File: config.mk
export PLATFORM = sky130hd
export DESIGN_NAME = tdm_frame_demux
export DESIGN_NICKNAME = d
export VERILOG_FILES = /design/src/rtl/tdm_demux_pkg.sv /design/src/rtl/frame_seeker.sv /design/src/rtl/ais_monitor.sv /design/src/rtl/trib_extractor.sv /design/src/rtl/tdm_frame_demux.sv
export SDC_FILE = /design/constraint.sdc
export NUM_CORES = 1
export LEC_CHECK = 0
export CAP_MARGIN = 25
export CORE_AREA = 2 2 94 96
export CTS_BUF_LIST = sky130_fd_sc_hd__clkbuf_4
export DETAILED_ROUTE_END_ITERATION = 7
export DIE_AREA = 0 0 96 98
export HOLD_SLACK_MARGIN = 0.15
export PLACE_DENSITY = 0.73
export SLEW_MARGIN = 25
export SYNTH_ARGS = -nofsm -noshare
export SYNTH_HDL_FRONTEND = slang
export SYNTH_SLANG_ARGS = --single-unit
File: constraint.sdc
create_clock -name clk -period 9.84 [get_ports clk]
set_clock_uncertainty 0.2 [all_clocks]
set_input_delay 1.968 -clock clk [delete_from_list [all_inputs] [get_ports clk]]
set_output_delay 1.968 -clock clk [all_outputs]
set_load 0.01 [all_outputs]
File: src/rtl/tdm_demux_pkg.sv
package tdm_demux_pkg;

    localparam int unsigned NTRIB        = 4;
    localparam int unsigned TRIB_W       = $clog2(NTRIB);
    localparam int unsigned NSETS        = 4;
    localparam int unsigned NJ           = NSETS - 1;
    localparam int unsigned JIDX_W       = $clog2(NJ);
    localparam int unsigned SET_LEN_LO   = 212;
    localparam int unsigned SET_LEN_HI   = 384;
    localparam int unsigned FRAME_LEN_LO = SET_LEN_LO * NSETS;
    localparam int unsigned FRAME_LEN_HI = SET_LEN_HI * NSETS;
    localparam int unsigned POS_W        = $clog2(FRAME_LEN_HI);
    localparam int unsigned FAW_LEN      = 10;
    localparam logic [FAW_LEN-1:0] FAW_WORD = 10'b1111010000;
    localparam int unsigned ALM_OFS      = FAW_LEN;
    localparam int unsigned NAT_OFS      = FAW_LEN + 1;
    localparam int unsigned CONFIRMS     = 3;
    localparam int unsigned MISSES       = 4;

    typedef enum logic [1:0] {
        FR_SEEK,
        FR_CONFIRM,
        FR_LOCKED
    } frm_state_e;

    typedef enum logic [2:0] {
        SLOT_FAW,
        SLOT_ALM,
        SLOT_NAT,
        SLOT_JCTL,
        SLOT_STUFF,
        SLOT_DATA
    } slot_kind_e;

    typedef struct packed {
        slot_kind_e          kind;
        logic [TRIB_W-1:0]   trib;
        logic [JIDX_W-1:0]   jidx;
    } slot_t;

    function automatic int unsigned frame_len(input logic mode);
        return mode ? FRAME_LEN_HI : FRAME_LEN_LO;
    endfunction

    function automatic slot_t classify(input logic [POS_W-1:0] pos, input logic mode);
        slot_t       s;
        int unsigned sl;
        int unsigned p;
        int unsigned grp;
        int unsigned off;
        sl  = mode ? SET_LEN_HI : SET_LEN_LO;
        p   = 32'(pos);
        grp = 0;
        for (int unsigned g = 1; g < NSETS; g++) begin
            if (p >= g * sl) grp = g;
        end
        off    = p - grp * sl;
        s.trib = pos[TRIB_W-1:0];
        s.jidx = (grp == 0) ? '0 : JIDX_W'(grp - 1);
        if (grp == 0) begin
            if (off < FAW_LEN)       s.kind = SLOT_FAW;
            else if (off == ALM_OFS) s.kind = SLOT_ALM;
            else if (off == NAT_OFS) s.kind = SLOT_NAT;
            else                     s.kind = SLOT_DATA;
        end else if (off < NTRIB) begin
            s.kind = SLOT_JCTL;
        end else if (grp == NSETS - 1 && off < 2 * NTRIB) begin
            s.kind = SLOT_STUFF;
        end else begin
            s.kind = SLOT_DATA;
        end
        return s;
    endfunction

    function automatic logic vote3(input logic [NJ-1:0] v);
        return (v[0] & v[1]) | (v[0] & v[2]) | (v[1] & v[2]);
    endfunction

endpackage

File: src/rtl/frame_seeker.sv
module frame_seeker
    import tdm_demux_pkg::*;
(
    input  logic             clk,
    input  logic             rst,
    input  logic             mode,
    input  logic             din,
    output logic [POS_W-1:0] pos,
    output logic             lof,
    output logic             frame_sync
);
    localparam int unsigned HIT_W  = $clog2(CONFIRMS + 1);
    localparam int unsigned MISS_W = $clog2(MISSES + 1);

    frm_state_e          state;
    logic [FAW_LEN-2:0]  hist;
    logic [FAW_LEN-1:0]  window;
    logic                hit;
    logic                at_check;
    logic                at_end;
    logic [HIT_W-1:0]    hits;
    logic [MISS_W-1:0]   misses;

    assign window   = {hist, din};
    assign hit      = (window == FAW_WORD);
    assign at_check = (pos == POS_W'(FAW_LEN - 1));
    assign at_end   = (32'(pos) == frame_len(mode) - 1);
    assign lof      = (state != FR_LOCKED);

    always_ff @(posedge clk) begin
        if (rst) begin
            state      <= FR_SEEK;
            hist       <= '0;
            pos        <= '0;
            hits       <= '0;
            misses     <= '0;
            frame_sync <= 1'b0;
        end else begin
            hist       <= window[FAW_LEN-2:0];
            frame_sync <= (state == FR_LOCKED) && (pos == '0);
            if (state == FR_SEEK && hit)  pos <= POS_W'(FAW_LEN);
            else if (at_end)              pos <= '0;
            else                          pos <= pos + 1'b1;
            unique case (state)
                FR_SEEK: begin
                    if (hit) begin
                        state <= FR_CONFIRM;
                        hits  <= HIT_W'(1);
                    end
                end
                FR_CONFIRM: begin
                    if (at_check) begin
                        if (!hit) begin
                            state <= FR_SEEK;
                        end else if (hits == HIT_W'(CONFIRMS - 1)) begin
                            state  <= FR_LOCKED;
                            misses <= '0;
                        end else begin
                            hits <= hits + 1'b1;
                        end
                    end
                end
                FR_LOCKED: begin
                    if (at_check) begin
                        if (hit) begin
                            misses <= '0;
                        end else if (misses == MISS_W'(MISSES - 1)) begin
                            state <= FR_SEEK;
                        end else begin
                            misses <= misses + 1'b1;
                        end
                    end
                end
                default: state <= FR_SEEK;
            endcase
        end
    end


    lof_fall_chk: assert property (@(posedge clk) disable iff (rst)
        $fell(lof) |-> ($past(pos) == POS_W'(FAW_LEN - 1)));


    lof_rise_chk: assert property (@(posedge clk) disable iff (rst)
        $rose(lof) |-> (($past(pos) == POS_W'(FAW_LEN - 1)) || $past(rst)));


    frame_sync_chk: assert property (@(posedge clk) disable iff (rst)
        frame_sync |-> (!lof && pos == POS_W'(1)));

endmodule

File: src/rtl/ais_monitor.sv
module ais_monitor #(
    parameter int unsigned AIS_RUN = 768
) (
    input  logic clk,
    input  logic rst,
    input  logic din,
    output logic ais_det
);
    localparam int unsigned CW = $clog2(AIS_RUN + 1);

    logic [CW-1:0] run;

    always_ff @(posedge clk) begin
        if (rst) begin
            run     <= '0;
            ais_det <= 1'b0;
        end else if (!din) begin
            run     <= '0;
            ais_det <= 1'b0;
        end else if (run < CW'(AIS_RUN)) begin
            run     <= run + 1'b1;
            ais_det <= ((run + 1'b1) == CW'(AIS_RUN));
        end
    end


    ais_clear_chk: assert property (@(posedge clk) disable iff (rst)
        (!$past(din) && !$past(rst)) |-> !ais_det);


    ais_rise_chk: assert property (@(posedge clk) disable iff (rst)
        $rose(ais_det) |-> $past(din));

endmodule

File: src/rtl/trib_extractor.sv
module trib_extractor
    import tdm_demux_pkg::*;
(
    input  logic             clk,
    input  logic             rst,
    input  logic             mode,
    input  logic             din,
    input  logic [POS_W-1:0] pos,
    input  logic             in_lock,
    output logic [NTRIB-1:0] trib_data,
    output logic [NTRIB-1:0] trib_valid,
    output logic [NTRIB-1:0] aux_bit,
    output logic             alarm_bit,
    output logic             national_bit
);
    slot_t slot;
    assign slot = classify(pos, mode);

    for (genvar t = 0; t < NTRIB; t++) begin : g_lane
        logic [NJ-1:0] jst;
        logic          lane_data;
        logic          lane_valid;
        logic          lane_aux;
        logic          mine;

        assign mine = in_lock && (slot.trib == TRIB_W'(t));

        always_ff @(posedge clk) begin
            if (rst) begin
                jst        <= '0;
                lane_data  <= 1'b0;
                lane_valid <= 1'b0;
                lane_aux   <= 1'b0;
            end else begin
                lane_valid <= 1'b0;
                if (mine) begin
                    case (slot.kind)
                        SLOT_JCTL: jst[slot.jidx] <= din;
                        SLOT_STUFF: begin
                            if (vote3(jst)) begin
                                lane_aux <= din;
                            end else begin
                                lane_data  <= din;
                                lane_valid <= 1'b1;
                            end
                        end
                        SLOT_DATA: begin
                            lane_data  <= din;
                            lane_valid <= 1'b1;
                        end
                        default: ;
                    endcase
                end
            end
        end

        assign trib_data[t]  = lane_data;
        assign trib_valid[t] = lane_valid;
        assign aux_bit[t]    = lane_aux;
    end

    always_ff @(posedge clk) begin
        if (rst) begin
            alarm_bit    <= 1'b0;
            national_bit <= 1'b0;
        end else if (in_lock) begin
            if (slot.kind == SLOT_ALM) alarm_bit    <= din;
            if (slot.kind == SLOT_NAT) national_bit <= din;
        end
    end


    strobe_onehot_chk: assert property (@(posedge clk) disable iff (rst)
        $onehot0(trib_valid));


    strobe_gated_chk: assert property (@(posedge clk) disable iff (rst)
        (|trib_valid) |-> $past(in_lock));


    aux_hold_chk: assert property (@(posedge clk) disable iff (rst)
        !$past(in_lock) |-> $stable(aux_bit));


    data_follow_chk: assert property (@(posedge clk) disable iff (rst)
        (|trib_valid) |-> ((trib_data & trib_valid) == ({NTRIB{$past(din)}} & trib_valid)));

endmodule

File: src/rtl/tdm_frame_demux.sv
module tdm_frame_demux
    import tdm_demux_pkg::*;
#(
    parameter int unsigned AIS_RUN = 768
) (
    input  logic             clk,
    input  logic             rst,
    input  logic             mode,
    input  logic             din,
    output logic             lof,
    output logic             frame_sync,
    output logic             alarm_bit,
    output logic             national_bit,
    output logic             ais_det,
    output logic [NTRIB-1:0] trib_data,
    output logic [NTRIB-1:0] trib_valid,
    output logic [NTRIB-1:0] aux_bit
);
    logic [POS_W-1:0] pos;

    frame_seeker u_seek (
        .clk        (clk),
        .rst        (rst),
        .mode       (mode),
        .din        (din),
        .pos        (pos),
        .lof        (lof),
        .frame_sync (frame_sync)
    );

    trib_extractor u_extr (
        .clk          (clk),
        .rst          (rst),
        .mode         (mode),
        .din          (din),
        .pos          (pos),
        .in_lock      (!lof),
        .trib_data    (trib_data),
        .trib_valid   (trib_valid),
        .aux_bit      (aux_bit),
        .alarm_bit    (alarm_bit),
        .national_bit (national_bit)
    );

    ais_monitor #(.AIS_RUN(AIS_RUN)) u_ais (
        .clk     (clk),
        .rst     (rst),
        .din     (din),
        .ais_det (ais_det)
    );

endmodule

==> results.txt <==
The routed design could run at a clock period as short as 8.44 ns. The area share of xor/xnor cells in the synthesized design is 3.27%, and the count of endpoints failing hold in the final timing report is 0. Worst path setup slack after routing: 1.40 ns. The congestion estimate from routability-driven global placement came to 0.896. Timing would allow up to 119 MHz. The pin count of the biggest net entering global routing is 44, and the cell count along the critical path is 24.

Global routing used 22.9% of the available tracks across all layers. Sequential cell area in the final layout: 0.00130 sq mm. Leading register cell type out of synthesis: sky130_fd_sc_hd__dfxtp_1.

The later pin in the worst-skew pair is clocked with a latency of 0.41 ns. Data on the critical path arrives at its endpoint at 8.53 ns. The portion of synthesized area spent on multiplexers is 5.42%. The x dimension of the die works out to 96 um. The multi-input combinational cells in the finished layout cover a total of 0.00291 sq mm. The run finished with clean final reports.

The violation count after the first detailed-routing iteration was 264. The die height was 98 um. The share of synthesized cell area in and, or, nand and nor gates was 26.7%; the number of cells upsized or downsized after cts was 0. Measured in cells, the most critical reg-to-reg path has a length of 23.

The tools report the synthesized netlist cell count as 556. Counting flops with a built-in enable in the synthesized netlist gives 0. The number of stages on the worst hold path came out at 1.

The HPWL after detailed placement is 7660 um. Setup repair after global routing left no endpoint under its margin. The kind of critical path is primary input to flip-flop.

The dominant combinational cell family by area after synthesis was simple AND/OR/NAND/NOR gates. STA puts the critical path data required time at 9.93 ns. After detailed routing, the number of remaining DRC violations is 0.

The first global-routing pass estimated 17200 um of wire. Summed over all layers, the global routing overflow is 0. The beginning of the worst register-to-register path was u_seek.pos[3]. For the pin with the worst max-slew slack, the measured transition is 1.02 ns. The critical path buffer and inverter count works out to 4. The routed wire length per instance came out at 15.2 um. Largest fanout on the critical path: 13. The final net count was 601; the port buffer count was 20.

The synthesized netlist devotes 15.5% of its cell area to compound gates. The antenna diode instance count came out at 0. Setup violations remaining at the end of the flow were counted as 0.

Kind of capture point of the worst setup path: a flip-flop. The placeable core area was 0.00847 sq mm; the total iterations of the first detailed-routing run was 5. The fraction of synthesis flops using an asynchronous set or reset pin is 0%. The starting density of the core came out at 53.8%.

The most critical setup path has its startpoint at mode. For met2 alone, demand over resource in global routing was 37.1%. The most congested layer reported by global routing is met2.

Grouping stages by cell kind, the critical path spends the most delay in simple AND/OR/NAND/NOR gates. The floorplan die area was 0.00941 sq mm; the deepest clock path buffer count was 2. The worst max-slew margin expressed relative to the limit was 31.1%.

Row generation in the floorplan step produced 34 rows. The number of buffers created by CTS was 9; the area growth from synthesis to layout was 6.93%. The quantity of hold-fixing buffers added after cts is 0. Yosys instantiated no cell more often than sky130_fd_sc_hd__dfxtp_1. Using the TritonRoute via totals, the vias-per-cell ratio works out to 5.80. The logs give 1.01 ns for the worst setup slack after placement and 0 for the number of antenna violations at the first check in global routing. The analysis attributes to cell leakage a power of 1.92 nW.

The critical path goes through clkdlybuf4s50_1 -> inv_1 -> ha_1 -> nor4bb_1 -> nand2_1 -> o211ai_1 -> nand2b_1 -> nor2_1 -> nor2_1 -> ha_1 -> inv_1 -> ha_1 -> a21oi_1 -> o21ai_1 -> nand2b_1 -> nand2_1 -> ha_1 -> inv_1 -> o2111ai_1 -> a2111oi_4 -> o2111ai_4 -> nor4b_4 -> nand4_1 -> mux2i_1. The most numerous cell type found on the critical path is sky130_fd_sc_hd__ha_1. For this run, the number of Yosys warnings is 0.

For the number of fill cells in the layout, the log shows 787. The cell area after synthesis is 0.00455 sq mm, and the number of placed I/O pins is 21. The power per cell area came out at 122 mW/mm^2. The portion of synthesized cell area occupied by the leading cell type works out to 28.6%. The worst hold path belongs to the class flip-flop to flip-flop. The tool flagged a number of max-cap violations equal to 0.

Yosys attributes the largest share of cell area to sky130_fd_sc_hd__dfxtp_1 29%, sky130_fd_sc_hd__ha_1 11%, sky130_fd_sc_hd__mux2i_1 4.8%. The number of global-route vias before repair was 3752. After detailed routing, the total wire length is 10100 um.

Of the synthesized area, sequential elements account for 28.6%. The share of post-route cells with drive strength above 1 was 5.18%. The largest stage delay on the critical path works out to 0.78 ns. The logs give 0 for the number of max-slew violations in the final report and 72 for the count of distinct cell types in the synthesized netlist. Synthesis inferred 65 register bits. Critical path launch point type: a primary input. In the global route stage, met3 resource usage came out at 4.09%. Summed over all failing endpoints, the final setup total negative slack is 0 ns. The run gives 65 as the total number of clock tree sinks. In this run the most critical hold path is launched from u_seek.hist[5].

A synthesized cell averages 8.19 sq um. In the synthesized netlist, the cells that appear most often are 65 x sky130_fd_sc_hd__dfxtp_1, 56 x sky130_fd_sc_hd__nor2_1, 44 x sky130_fd_sc_hd__nand2_1. Dividing the final minimum period by the clock period gives 85.7%.

In this run the number of H-tree levels came out at 3. sky130_fd_sc_hd__dfxtp_1 takes more of the synthesized area than any other cell. The share of synthesized cell area in full adder, half adder and majority cells came out at 12.6%. Once the clock tree was built, the setup fixing pass inserted 0 buffers. The cell chosen for the clock root is sky130_fd_sc_hd__clkbuf_4.

The worst-case IR drop observed on VDD is 0.112 mV. TritonCTS built the clock tree. The via count came out at 3877. Cells fill 57.5% of the core in the end. The detail route stage leaves a number of antenna-violating nets equal to 0. The global-route met1 utilization was 29.8%. Clock-pin slew was measured on the worst setup and hold paths at 0.13 ns. Master of the slowest instance on the critical path: sky130_fd_sc_hd__clkdlybuf4s50_1.
[worst paths after layout]
path	end	slack (ns)
max	u_extr.g_lane[2].jst[2]	1.40
min reg2reg	u_seek.hist[6]	0.27
min	u_seek.hist[6]	0.27
max reg2reg	u_extr.g_lane[2].jst[2]	3.51
[sequential cells by signal, indices dropped and copies added, names as in the netlist, 2 cells and up]
| signal | cells |
|---|---|
| u_seek.pos | 11 |
| u_extr.g_lane.lane_valid | 4 |
| u_extr.g_lane.lane_data | 4 |
| u_extr.g_lane.jst | 12 |
| u_seek.hist | 9 |
| u_seek.state | 2 |
| u_seek.misses | 3 |
| u_seek.hits | 2 |
| u_ais.run | 10 |
| u_extr.g_lane.lane_aux | 4 |
[final cells by class]
| class | count | share of cell area, % |
|---|---|---|
| Sequential cell | 65 | 26.7 |
| Tap cell | 108 | 2.78 |
| Timing Repair Buffer | 21 | 4.27 |
| Clock inverter | 7 | 2.06 |
| Inverter | 40 | 3.08 |
| Multi-Input combinational cell | 418 | 59.7 |
| Clock buffer | 9 | 1.39 |
[per-stage QoR]
stage / std cells / instance area (sq um) / hold WS (ns) / total power [W]
2_1_floorplan: 557 / 4560 / 0.230 / 0.000360
3_3_place_gp: 652 / 4700 / 0.238 / 0.000380
3_5_place_dp: 652 / 4700 / 0.249 / 0.000382
4_1_cts: 668 / 4860 / 0.272 / 0.000595
5_1_grt: 668 / 4870 / 0.281 / 0.000620
6_report: 668 / 4870 / 0.269 / 0.000592
[logic make-up (layout without fill, tap and decap cells)]
kind of cell             Yosys count  after routing
AND/OR/NAND/NOR                  226            226
AO/OA/AOI/OAI                    102            102
buffers and inverters             74             77
flip-flops                        65             65
adder cells (fa/ha/maj)           46             46
multiplexers                      24             24
XOR/XNOR                          17             17
other                              2              3
[routing by layer]
metal | wire, um | part of all wire, %
met5 | 0 | 0
met4 | 272 | 2.7
met3 | 364 | 3.6
met2 | 4820 | 48
met1 | 4670 | 46
[cells in the final DEF (no fill, tap or decap), types with 10 or more instances in the layout]
cell type,netlist,layout
sky130_fd_sc_hd__a21oi_1,34,34
sky130_fd_sc_hd__clkdlybuf4s50_1,0,20
sky130_fd_sc_hd__dfxtp_1,65,65
sky130_fd_sc_hd__ha_1,41,41
sky130_fd_sc_hd__inv_1,40,40
sky130_fd_sc_hd__mux2i_1,22,22
sky130_fd_sc_hd__nand2_1,44,44
sky130_fd_sc_hd__nand2b_1,20,20
sky130_fd_sc_hd__nand3_1,16,16
sky130_fd_sc_hd__nand4_1,13,13
sky130_fd_sc_hd__nor2_1,56,56
sky130_fd_sc_hd__nor2b_1,11,10
sky130_fd_sc_hd__nor3_1,11,11
sky130_fd_sc_hd__nor4_1,15,15
sky130_fd_sc_hd__o21ai_0,15,15
[report_power, final]
part           internal, W  switching, W  total (W)
clock network     0.000106      0.000109   0.000214
logic            0.0000405     0.0000693   0.000110
registers         0.000265    0.00000255   0.000268
Note: power is estimated with default switching activity, not from simulation.
